**config.mk**
```make
export PLATFORM = sky130hd
export DESIGN_NAME = octant_sincos
export DESIGN_NICKNAME = d
export VERILOG_FILES = /design/src/rtl/octsc_pkg.sv /design/src/rtl/octsc_fold.sv /design/src/rtl/octsc_rot.sv /design/src/rtl/octsc_unfold.sv /design/src/rtl/octant_sincos.sv
export SDC_FILE = /design/constraint.sdc
export NUM_CORES = 2
export LEC_CHECK = 0
export BUFFER_PORTS_ARGS = -buffer_cell sky130_fd_sc_hd__buf_4
export CAP_MARGIN = 20
export CORE_ASPECT_RATIO = 0.5
export CORE_MARGIN = 1
export CORE_UTILIZATION = 60
export CTS_BUF_LIST = sky130_fd_sc_hd__clkbuf_4 sky130_fd_sc_hd__clkbuf_8
export DETAILED_ROUTE_END_ITERATION = 10
export HOLD_SLACK_MARGIN = 0.08
export MAX_ROUTING_LAYER = met4
export PLACE_DENSITY = 0.76
export SETUP_SLACK_MARGIN = 0.4
export SLEW_MARGIN = 20
export SYNTH_ARGS = -nofsm -noshare
export SYNTH_HDL_FRONTEND = slang
export SYNTH_SLANG_ARGS = --single-unit
```
**constraint.sdc**
```tcl
create_clock -name clk -period 11.1 [get_ports clk]
set_input_delay 0.555 -clock clk [delete_from_list [all_inputs] [get_ports clk]]
set_output_delay 0.555 -clock clk [all_outputs]
set_load 0.02 [all_outputs]
```
**src/rtl/octsc_pkg.sv**
```systemverilog
`timescale 1ns/1ps
package octsc_pkg;

  localparam real PI_R = 3.14159265358979323846;

  // Angle of one scaling-free micro-rotation (cos ~ 1-2^-(2i+1), sin ~ 2^-i),
  // expressed in phase LSBs with zf extra fractional bits.
  function automatic int rot_angle_fx(input int idx, input int phase_w, input int zf);
    real a;
    a = $atan2(2.0 ** (-idx), 1.0 - 2.0 ** (-2 * idx - 1));
    return $rtoi(a * (2.0 ** phase_w) / (2.0 * PI_R) * (2.0 ** zf) + 0.5);
  endfunction

  // Exact start vector at the centre of sub-interval k of the base octant.
  function automatic int seed_comp(input int k, input int sub_bits, input int mag,
                                   input bit want_sin);
    real ang;
    ang = (real'(k) + 0.5) * (PI_R / 4.0) / (2.0 ** sub_bits);
    if (want_sin) return $rtoi(real'(mag) * $sin(ang) + 0.5);
    return $rtoi(real'(mag) * $cos(ang) + 0.5);
  endfunction

endpackage

```
**src/rtl/octsc_fold.sv**
```systemverilog
`timescale 1ns/1ps
module octsc_fold #(
  parameter int PHASE_W  = 16,
  parameter int SUB_BITS = 3,
  parameter int XW       = 19,
  parameter int ZW       = 16,
  parameter int ZF       = 4,
  parameter int MAG      = 131008
) (
  input  logic                 clk,
  input  logic                 rst,
  input  logic                 vld_i,
  input  logic [PHASE_W-1:0]   phase_i,
  output logic signed [XW-1:0] x_o,
  output logic signed [XW-1:0] y_o,
  output logic signed [ZW-1:0] z_o,
  output logic [2:0]           oct_o,
  output logic                 vld_o
);
  localparam int RES_W  = PHASE_W - 3;
  localparam int FINE_W = RES_W - SUB_BITS;
  localparam int NSUB   = 2 ** SUB_BITS;
  localparam int HALF   = 1 << (FINE_W - 1);
  localparam int LIMIT  = HALF << ZF;

  logic [2:0]           oct;
  logic [RES_W-1:0]     res;
  logic [RES_W:0]       red;
  logic [SUB_BITS-1:0]  sub;
  int                   fine;
  logic signed [XW-1:0] ctab [NSUB];
  logic signed [XW-1:0] stab [NSUB];

  // start vectors, one per sub-interval, computed at elaboration
  for (genvar g = 0; g < NSUB; g++) begin : g_seed
    localparam int CV = octsc_pkg::seed_comp(g, SUB_BITS, MAG, 1'b0);
    localparam int SV = octsc_pkg::seed_comp(g, SUB_BITS, MAG, 1'b1);
    assign ctab[g] = XW'(CV);
    assign stab[g] = XW'(SV);
  end

  always_comb begin
    oct = phase_i[PHASE_W-1 -: 3];
    res = phase_i[RES_W-1:0];
    // odd octants: reflect the remainder about pi/4
    if (oct[0]) red = {1'b1, {RES_W{1'b0}}} - {1'b0, res};
    else        red = {1'b0, res};
    // exactly pi/4 overflows the field: clamp into the top sub-interval
    sub  = red[RES_W] ? {SUB_BITS{1'b1}} : red[RES_W-1 -: SUB_BITS];
    fine = int'(red) - (int'(sub) << FINE_W) - HALF;
  end

  always_ff @(posedge clk) begin
    if (rst) begin
      x_o   <= '0;
      y_o   <= '0;
      z_o   <= '0;
      oct_o <= '0;
      vld_o <= 1'b0;
    end else begin
      x_o   <= ctab[sub];
      y_o   <= stab[sub];
      z_o   <= ZW'(fine <<< ZF);
      oct_o <= oct;
      vld_o <= vld_i;
    end
  end

  // strobe enters the pipe one edge after the input is sampled
  a_r2_front_valid: assert property (@(posedge clk) disable iff (rst)
    !$past(rst) |-> (vld_o == $past(vld_i)))
    else $error("front valid strobe misaligned");

  // residual angle handed to the rotation chain is centred on the seed
  a_r1_fold_range: assert property (@(posedge clk) disable iff (rst)
    (z_o <= LIMIT) && (z_o >= -LIMIT))
    else $error("folded residual out of sub-interval");

endmodule

```
**src/rtl/octsc_rot.sv**
```systemverilog
`timescale 1ns/1ps
module octsc_rot #(
  parameter int XW    = 19,
  parameter int ZW    = 16,
  parameter int IDX   = 5,
  parameter int ALPHA = 5216
) (
  input  logic                 clk,
  input  logic                 rst,
  input  logic signed [XW-1:0] x_i,
  input  logic signed [XW-1:0] y_i,
  input  logic signed [ZW-1:0] z_i,
  input  logic [2:0]           oct_i,
  input  logic                 vld_i,
  output logic signed [XW-1:0] x_o,
  output logic signed [XW-1:0] y_o,
  output logic signed [ZW-1:0] z_o,
  output logic [2:0]           oct_o,
  output logic                 vld_o
);
  localparam int SH2   = 2 * IDX + 1;
  localparam int BOUND = 2 * ALPHA + 4;

  logic signed [XW-1:0] xc, yc, xs, ys, x_n, y_n;
  logic signed [ZW-1:0] z_n;

  always_comb begin
    // second-order cosine term and first-order sine term, shifts only
    xc = x_i - (x_i >>> SH2);
    yc = y_i - (y_i >>> SH2);
    xs = x_i >>> IDX;
    ys = y_i >>> IDX;
    if (z_i[ZW-1]) begin
      x_n = xc + ys;
      y_n = yc - xs;
      z_n = z_i + ZW'(ALPHA);
    end else begin
      x_n = xc - ys;
      y_n = yc + xs;
      z_n = z_i - ZW'(ALPHA);
    end
  end

  always_ff @(posedge clk) begin
    if (rst) begin
      x_o   <= '0;
      y_o   <= '0;
      z_o   <= '0;
      oct_o <= '0;
      vld_o <= 1'b0;
    end else begin
      x_o   <= x_n;
      y_o   <= y_n;
      z_o   <= z_n;
      oct_o <= oct_i;
      vld_o <= vld_i;
    end
  end

  // each stage must shrink the residual to about its own step angle
  a_r1_residual_bound: assert property (@(posedge clk) disable iff (rst)
    (z_o <= BOUND) && (z_o >= -BOUND))
    else $error("residual angle did not converge at stage %0d", IDX);

  // one register per stage for the strobe
  a_r2_stage_valid: assert property (@(posedge clk) disable iff (rst)
    !$past(rst) |-> (vld_o == $past(vld_i)))
    else $error("stage valid strobe misaligned");

endmodule

```
**src/rtl/octsc_unfold.sv**
```systemverilog
`timescale 1ns/1ps
module octsc_unfold #(
  parameter int XW    = 19,
  parameter int OUT_W = 12,
  parameter int GUARD = 6
) (
  input  logic                    clk,
  input  logic                    rst,
  input  logic signed [XW-1:0]    x_i,
  input  logic signed [XW-1:0]    y_i,
  input  logic [2:0]              oct_i,
  input  logic                    vld_i,
  output logic signed [OUT_W-1:0] cos_o,
  output logic signed [OUT_W-1:0] sin_o,
  output logic                    vld_o
);
  localparam int LIM = (1 << (OUT_W - 1)) - 1;
  localparam logic signed [XW-1:0]    LIM_X = XW'(LIM);
  localparam logic signed [XW-1:0]    RND   = XW'(1 << (GUARD - 1));
  localparam logic signed [OUT_W-1:0] MINV  = {1'b1, {(OUT_W-1){1'b0}}};

  function automatic logic signed [OUT_W-1:0] shrink(input logic signed [XW-1:0] v);
    logic signed [XW-1:0] r;
    r = (v + RND) >>> GUARD;
    if (r > LIM_X)       r = LIM_X;
    else if (r < -LIM_X) r = -LIM_X;
    return r[OUT_W-1:0];
  endfunction

  logic signed [OUT_W-1:0] c, s, a, b, cos_n, sin_n;
  logic swap, neg_c, neg_s;

  always_comb begin
    c     = shrink(x_i);
    s     = shrink(y_i);
    swap  = oct_i[0] ^ oct_i[1];
    neg_c = oct_i[2] ^ oct_i[1];
    neg_s = oct_i[2];
    a     = swap ? s : c;
    b     = swap ? c : s;
    cos_n = neg_c ? -a : a;
    sin_n = neg_s ? -b : b;
  end

  always_ff @(posedge clk) begin
    if (rst) begin
      cos_o <= '0;
      sin_o <= '0;
      vld_o <= 1'b0;
    end else begin
      cos_o <= cos_n;
      sin_o <= sin_n;
      vld_o <= vld_i;
    end
  end

  // symmetric range, the most negative code is unreachable
  a_r3_no_min: assert property (@(posedge clk) disable iff (rst)
    (cos_o != MINV) && (sin_o != MINV))
    else $error("output reached most negative code");

  // output strobe follows the last pipeline strobe
  a_r8_out_valid: assert property (@(posedge clk) disable iff (rst)
    !$past(rst) |-> (vld_o == $past(vld_i)))
    else $error("output valid misaligned");

endmodule

```
**src/rtl/octant_sincos.sv**
```systemverilog
`timescale 1ns/1ps
module octant_sincos #(
  parameter int PHASE_W   = 16,
  parameter int OUT_W     = 12,
  parameter int SUB_BITS  = 3,
  parameter int GUARD     = 6,
  parameter int ZF        = 4,
  parameter int FIRST_IDX = 5,
  parameter int LAST_IDX  = 14
) (
  input  logic                    clk,
  input  logic                    rst,
  input  logic                    in_valid,
  input  logic [PHASE_W-1:0]      in_phase,
  output logic                    out_valid,
  output logic signed [OUT_W-1:0] out_cos,
  output logic signed [OUT_W-1:0] out_sin
);
  localparam int NSTG    = LAST_IDX - FIRST_IDX + 1;
  localparam int XW      = OUT_W + GUARD + 1;
  localparam int ZW      = PHASE_W - 3 - SUB_BITS + ZF + 2;
  localparam int MAG     = ((1 << (OUT_W - 1)) - 1) << GUARD;
  localparam int LATENCY = NSTG + 2;
  localparam int A_LAST  = octsc_pkg::rot_angle_fx(LAST_IDX, PHASE_W, ZF);
  localparam int FIN_BND = 2 * A_LAST + 4;

  logic signed [XW-1:0] xs [NSTG+1];
  logic signed [XW-1:0] ys [NSTG+1];
  logic signed [ZW-1:0] zs [NSTG+1];
  logic [2:0]           os [NSTG+1];
  logic                 vs [NSTG+1];

  octsc_fold #(
    .PHASE_W(PHASE_W), .SUB_BITS(SUB_BITS), .XW(XW), .ZW(ZW), .ZF(ZF), .MAG(MAG)
  ) u_fold (
    .clk(clk), .rst(rst), .vld_i(in_valid), .phase_i(in_phase),
    .x_o(xs[0]), .y_o(ys[0]), .z_o(zs[0]), .oct_o(os[0]), .vld_o(vs[0])
  );

  for (genvar g = 0; g < NSTG; g++) begin : g_stage
    localparam int STEP = octsc_pkg::rot_angle_fx(FIRST_IDX + g, PHASE_W, ZF);
    octsc_rot #(
      .XW(XW), .ZW(ZW), .IDX(FIRST_IDX + g), .ALPHA(STEP)
    ) u_rot (
      .clk(clk), .rst(rst),
      .x_i(xs[g]), .y_i(ys[g]), .z_i(zs[g]), .oct_i(os[g]), .vld_i(vs[g]),
      .x_o(xs[g+1]), .y_o(ys[g+1]), .z_o(zs[g+1]), .oct_o(os[g+1]), .vld_o(vs[g+1])
    );
  end

  octsc_unfold #(
    .XW(XW), .OUT_W(OUT_W), .GUARD(GUARD)
  ) u_unfold (
    .clk(clk), .rst(rst),
    .x_i(xs[NSTG]), .y_i(ys[NSTG]), .oct_i(os[NSTG]), .vld_i(vs[NSTG]),
    .cos_o(out_cos), .sin_o(out_sin), .vld_o(out_valid)
  );

  // angle left over after the last stage is below about one fine step
  a_r1_final_residual: assert property (@(posedge clk) disable iff (rst)
    (zs[NSTG] <= FIN_BND) && (zs[NSTG] >= -FIN_BND))
    else $error("final residual %0d exceeds bound (latency %0d)", zs[NSTG], LATENCY);

endmodule

```
---- Word-level counts from Yosys, hierarchy flattened ----
Memories as Yosys holds them, arrays and structs flattened. A register that Yosys moved wholly into a read port is not among the register bits.
Index checks and enable logic that the tools add are counted.
word-level totals
  register bits after elaboration ......... 609
  ROM bits ................................ 304
  word-level logic and storage cells ...... 189
  memories kept ........................... 2
memories
  name             words  bits a word  rd ports  clocked after memory_dff  write ports  RTL line          RTL
  (no name shown)  8      19           1         1                         0            octsc_fold.sv:61  x_o <= ctab[sub];
  (no name shown)  8      19           1         1                         0            octsc_fold.sv:62  y_o <= stab[sub];
cells by class
  add/subtract/negate cells ............... 85
  magnitude comparators ................... 4
  mux-type cells .......................... 39
  bitwise gates (word level) .............. 3
operators with widths
  kind                                            count
  2-to-1 mux 19 bit                               20
  subtractor 19 x 1 -> 19 bit                     12
  2-to-1 mux 16 bit                               9
  2-to-1 mux 12 bit                               8
  subtractor 19 x 6 -> 19 bit                     4
  subtractor 19 x 8 -> 19 bit                     4
  adder 19 x 10 -> 19 bit                         2
  adder 19 x 11 -> 19 bit                         2
  adder 19 x 12 -> 19 bit                         2
  adder 19 x 13 -> 19 bit                         2
  adder 19 x 14 -> 19 bit                         2
  adder 19 x 5 -> 19 bit                          2
  adder 19 x 6 -> 19 bit                          2
  adder 19 x 7 -> 19 bit                          2
  adder 19 x 7 -> 19 bit (second input constant)  2
  adder 19 x 8 -> 19 bit                          2
  adder 19 x 9 -> 19 bit                          2
  subtractor 19 x 10 -> 19 bit                    2
  subtractor 19 x 11 -> 19 bit                    2
  subtractor 19 x 12 -> 19 bit                    2
  subtractor 19 x 13 -> 19 bit                    2
  subtractor 19 x 14 -> 19 bit                    2
  subtractor 19 x 2 -> 19 bit                     2
  subtractor 19 x 4 -> 19 bit                     2
  other kinds (31)                                38

---- Logic depth before layout (Yosys ltp) ----
  depth in word-level cells ............... 7
  depth in mapped cells ................... 23
  mapped depth without buffers ............ 23

---- Cells and area by module ----
Synthesis repeated with hierarchy kept, for this count alone.
unflattened totals
  cell total of the unflattened synthesis .. 7907
  area, all modules ....................... 63753.6 um^2
modules (own cells, without submodules)
  module                         times used  cells each  area each (um^2)  sequential area each (um^2)
  octsc_rot at g_stage[7].u_rot  1           774         6060.8            1161.1
  octsc_rot at g_stage[3].u_rot  1           738         5938.2            1161.1
  octsc_rot at g_stage[2].u_rot  1           737         5923.2            1161.1
  octsc_rot at g_stage[4].u_rot  1           734         5923.2            1161.1
  octsc_rot at g_stage[6].u_rot  1           745         5919.4            1161.1
  octsc_rot at g_stage[5].u_rot  1           711         5883.1            1161.1
  octsc_rot at g_stage[0].u_rot  1           716         5755.5            1161.1
  octsc_rot at g_stage[8].u_rot  1           726         5751.8            1161.1
  octsc_rot at g_stage[9].u_rot  1           685         5713.0            1161.1
  octsc_rot at g_stage[1].u_rot  1           677         5577.8            1161.1
  octsc_unfold                   1           381         2824.0            500.5
  octsc_fold                     1           283         2483.6            980.9

---- Worst setup path before layout ----
OpenSTA, ideal clock, no wires.
  path type ............................... reg-to-reg
  from .................................... reg g_stage[7].u_rot.x_o[18]
  to ...................................... reg g_stage[8].u_rot.x_o[18]
  setup time .............................. 128 ps
  data arrival time ....................... 4986 ps
  required time ........................... 10972 ps
  slack ................................... 5987 ps
  cell stages (with the launch flop) ...... 21
  buffers on the path ..................... 0
  clock period less this slack ............ 5113 ps
  cells stage by stage .................... dfxtp_1 -> inv_1 -> fa_1 -> a21o_1 -> a21oi_1 -> o21ai_0 -> o41ai_1 -> o21ai_0 -> o41ai_1 -> o21ba_2 -> xnor2_1 -> ha_1 -> and3_1 -> a211o_1 -> or3b_2 -> o21ai_0 -> a21oi_1 -> and4_1 -> nor4b_1 -> xnor2_1 -> nor2_1
between the ends
  cells in the longest elaborated chain, start to end .. 3
RTL lines
  item                                                                          RTL line                          RTL
  from (decl)                                                                   octsc_rot.sv:15                   output logic signed [XW-1:0] x_o,
  from (signal assigned)                                                        octsc_rot.sv:52                   x_o <= x_n;
  subtractor 19 x 1 -> 19 bit (*)                                               octsc_rot.sv:29                   xc = x_i - (x_i >>> SH2);
  subtractor 19 x 6 -> 19 bit / adder 19 x 6 -> 19 bit (equally long branches)  octsc_rot.sv:38, octsc_rot.sv:34
  2-to-1 mux 19 bit (*)                                                         octsc_rot.sv:33                   if (z_i[ZW-1]) begin
  to (signal assigned)                                                          octsc_rot.sv:52
  to (decl)                                                                     octsc_rot.sv:15
Every way passes the cells marked *; elsewhere a longest branch is shown, timed or not.
A chain may end at the register's enable or synchronous reset.

---- Worst setup path in the final report ----
Same ends and word-level chain as after synthesis.

==> flow_metrics.env <==
export IMPL_outcome="finished, final reports clean"
export IMPL_syn_area_per_cell_um2=7.97
export IMPL_rsz0062_at_grt="false"
export IMPL_vias=48900
export IMPL_synth_compound_area_share_pct=18.6
export IMPL_viasPerCell=5.82
export IMPL_nFillCells=7927
export IMPL_antenna_left=0
export IMPL_final_setup_worst_slack_ns=5.18
export IMPL_finalHoldViolCount=0
export IMPL_arrival_ns=6.58
export IMPL_cts_tree="yes"
export IMPL_clock_latency_ns=0.80
export IMPL_maxCapViolCount=0
export IMPL_hold_slack_ns=0.201
export IMPL_grt_pass1_vias=47400
export IMPL_yosys_area_top_type="dfxtp_1"
export IMPL_path_class="flip-flop to flip-flop"
export IMPL_synth_top_flop_cell="dfxtp_1"
export IMPL_slew_headroom_pct=35.7
export IMPL_finalSetupTns_ns=0
export IMPL_hp_class="input pin to flip-flop"
export IMPL_overflow=0
export IMPL_drive_gt1_share_pct=4.91
export IMPL_fin_crit_sh_pct=53.3
export IMPL_place_gp_congestion=0.955
export IMPL_drc=0
export IMPL_area_delta_synth_final_pct=6.79
export IMPL_synth_top_family_by_area="adder cells"
export IMPL_worst_slew_pin_slew_ns=0.964
export IMPL_required_ns=11.76
export IMPL_numCtsBuffers=90
export IMPL_clockRootBuffer="clkbuf_8"
export IMPL_wl_per_cell_um=16.4
export IMPL_min_period_ns=5.92
export IMPL_start_util_pct=61.3
export IMPL_firstDrtPassIters=5
export IMPL_seq_area_frac_synth_pct=21.1
export IMPL_clock_sinks=593
export IMPL_dpl_cell_area_um2=57700
export IMPL_die_y_um=218
export IMPL_ys_seq_elements=593
export IMPL_synth_xor_area_share_pct=13.2
export IMPL_cts_htree_levels=3
export IMPL_cts_buffer_depth=3
export IMPL_antenna_found_initial=1
export IMPL_endpoint_kind="flip-flop"
export IMPL_nets=8049
export IMPL_grt_max_degree=194
export IMPL_synth_edf_count=0
export IMPL_design_core_area_um2=91700
export IMPL_synthCells=7053
export IMPL_synth_nets=8020
export IMPL_dp_hpwl_um=108000
export IMPL_ff2ff_path_depth=20
export IMPL_die_w_um=435
export IMPL_synthMuxAreaShare_pct=0.982
export IMPL_async_reset_ff_share_pct=0
export IMPL_dieArea_um2=95000
export IMPL_slew_violations=0
export IMPL_worstHoldPathCells=2
export IMPL_cts_clk_slew_worst_paths_ns=0.08
export IMPL_fmax_mhz=169
export IMPL_cp_start_kind="flip-flop"
export IMPL_yosysUniqueCellTypes=99
export IMPL_synth_adder_area_share_pct=21.7
export IMPL_drt_iter0_markers=3179
export IMPL_synth_simple_gate_area_share_pct=20.6
export IMPL_syn_area_um2=56200
export IMPL_rows=78
export IMPL_wl_um=138000
export IMPL_clock_skew_ns=0.0377
export IMPL_ys_top_cells_by_area="dfxtp_1, ha_1, xnor2_1"
export IMPL_synth_top_area_share_pct=21.1
export IMPL_finalSetupViolCount=0
export IMPL_fin_area_um2=60000
export IMPL_dpl_worst_slack_ns=5.27
export IMPL_io_pins=44
export IMPL_grt_pass1_wl_um=228000
export IMPL_crit_fanout=27
export IMPL_portBuffers=43
export IMPL_track_usage_pct=29.3
export IMPL_yosysWarningCount=0
## placed cells by master (no fill, tap or decap), drive strengths merged, types with 36 or more instances in the layout
| cell | Yosys | routed |
|---|---|---|
| a211oi | 68 | 68 |
| a21o | 127 | 127 |
| a21oi | 509 | 509 |
| a31oi | 71 | 71 |
| and2 | 62 | 62 |
| and3 | 85 | 85 |
| buf | 19 | 62 |
| clkbuf | 112 | 125 |
| dfxtp | 593 | 593 |
| fa | 45 | 45 |
| ha | 903 | 903 |
| inv | 430 | 436 |
| nand2 | 365 | 365 |
| nand2b | 76 | 76 |
| nand3 | 155 | 155 |
| nor2 | 962 | 962 |
| nor2b | 190 | 190 |
| nor3 | 330 | 330 |
| o211ai | 46 | 46 |
| o21a | 67 | 67 |
| o21ai | 288 | 288 |
| o21bai | 88 | 88 |
| o31ai | 36 | 36 |
| o41ai | 58 | 58 |
| or2 | 37 | 37 |
| or3 | 76 | 76 |
| xnor2 | 555 | 555 |
| xor2 | 282 | 282 |
## worst max-delay path: stages, from the launching register on
cell and delay [ns]:
dfxtp_1 0.33, inv_1 0.66, ha_1 0.41, a21o_1 0.17, a21oi_1 0.21, o21ai_0 0.16, o41ai_1 0.55, o21ai_0 0.29
o41ai_1 0.42, o21ba_2 0.20, xnor2_1 0.11, ha_1 0.27, and3_1 0.21, a211o_1 0.32, or3b_2 0.44, o21ai_0 0.08
a21oi_1 0.11, and4_1 0.25, nor4b_1 0.37, xnor2_1 0.18, nor2_1 0.05
## routing by layer
| layer | wire [um] | up-vias | track usage, % |
|---|---|---|---|
| met5 | 0 | - | - |
| met4 | 3490 | 0 | 8.23 |
| met3 | 5810 | 246 | 3.52 |
| met2 | 64400 | 1016 | 50.2 |
| met1 | 64300 | 22600 | 36.4 |
| li1 | - | 25000 | - |
## stage by stage
step	util, %	cells
after CTS	65.4	8395
final	65.4	8404
after floorplan	-	7053
after detailed placement	63.0	8224
after global routing	65.4	8399
after global placement	63.0	8224
## final timing paths
| check | slack (ns) | from | end |
|---|---|---|---|
| worst min-delay path | 0.20 | rst | u_unfold.cos_o[4] |
| worst min register to register | 0.43 | g_stage[0].u_rot.oct_o[0] | g_stage[1].u_rot.oct_o[0] |
| worst max register to register | 5.18 | g_stage[7].u_rot.x_o[18] | g_stage[8].u_rot.x_o[18] |
| worst max-delay path | 5.18 | g_stage[7].u_rot.x_o[18] | g_stage[8].u_rot.x_o[18] |
## sequential cells by signal, indices dropped and copies added, names as in the netlist, 3 cells and up
register,flops
g_stage.u_rot.x_o,185
g_stage.u_rot.y_o,185
g_stage.u_rot.z_o,110
g_stage.u_rot.oct_o,30
u_fold.x_o,16
u_fold.y_o,16
u_fold.z_o,12
u_unfold.cos_o,12
u_unfold.sin_o,12
g_stage.u_rot.vld_o,10
u_fold.oct_o,3
## layout make-up
class                      instances  area, um2  area share (%)
multi-input combinational       5893      42200            70.3
sequential                       593      11900            19.8
inverter                         436       1640            2.73
clock buffer                     125       1610            2.69
tap                             1240       1550            2.59
clock inverter                    40        571           0.951
timing repair buffer              68        558           0.930
antenna                            9       22.5          0.0375
## timing repair
item	4_1_cts	5_1_grt
hold buffers	6	0
gates resized for setup	0	0
endpoints found under the setup margin	0	0
buffers inserted	0	0
endpoints found under the hold margin	6	0
## cells by family (layout without fill, tap and decap cells)
family,count (synthesis),count (layout)
buffers and inverters,567,669
muxes,51,51
DFF,593,593
xor gates and xnor gates,840,840
other,0,9
AOI/OAI and AO/OA,1605,1605
and+or+nand+nor,2449,2449
adders and majority gates,948,948
## cell usage after synthesis, drive strengths merged, types with 62 or more instances
library cell,n
o21a,67
a31oi,71
a21oi,509
nor2b,190
and2,62
or3,76
inv,430
o21bai,88
nor3,330
dfxtp,593
clkbuf,112
nor2,962
xnor2,555
a211oi,68
nand2,365
a21o,127
xor2,282
ha,903
and3,85
nand3,155
nand2b,76
o21ai,288
Power is not shown: default switching activity piles up to over one toggle a cycle in this logic, so the estimate is an artifact.
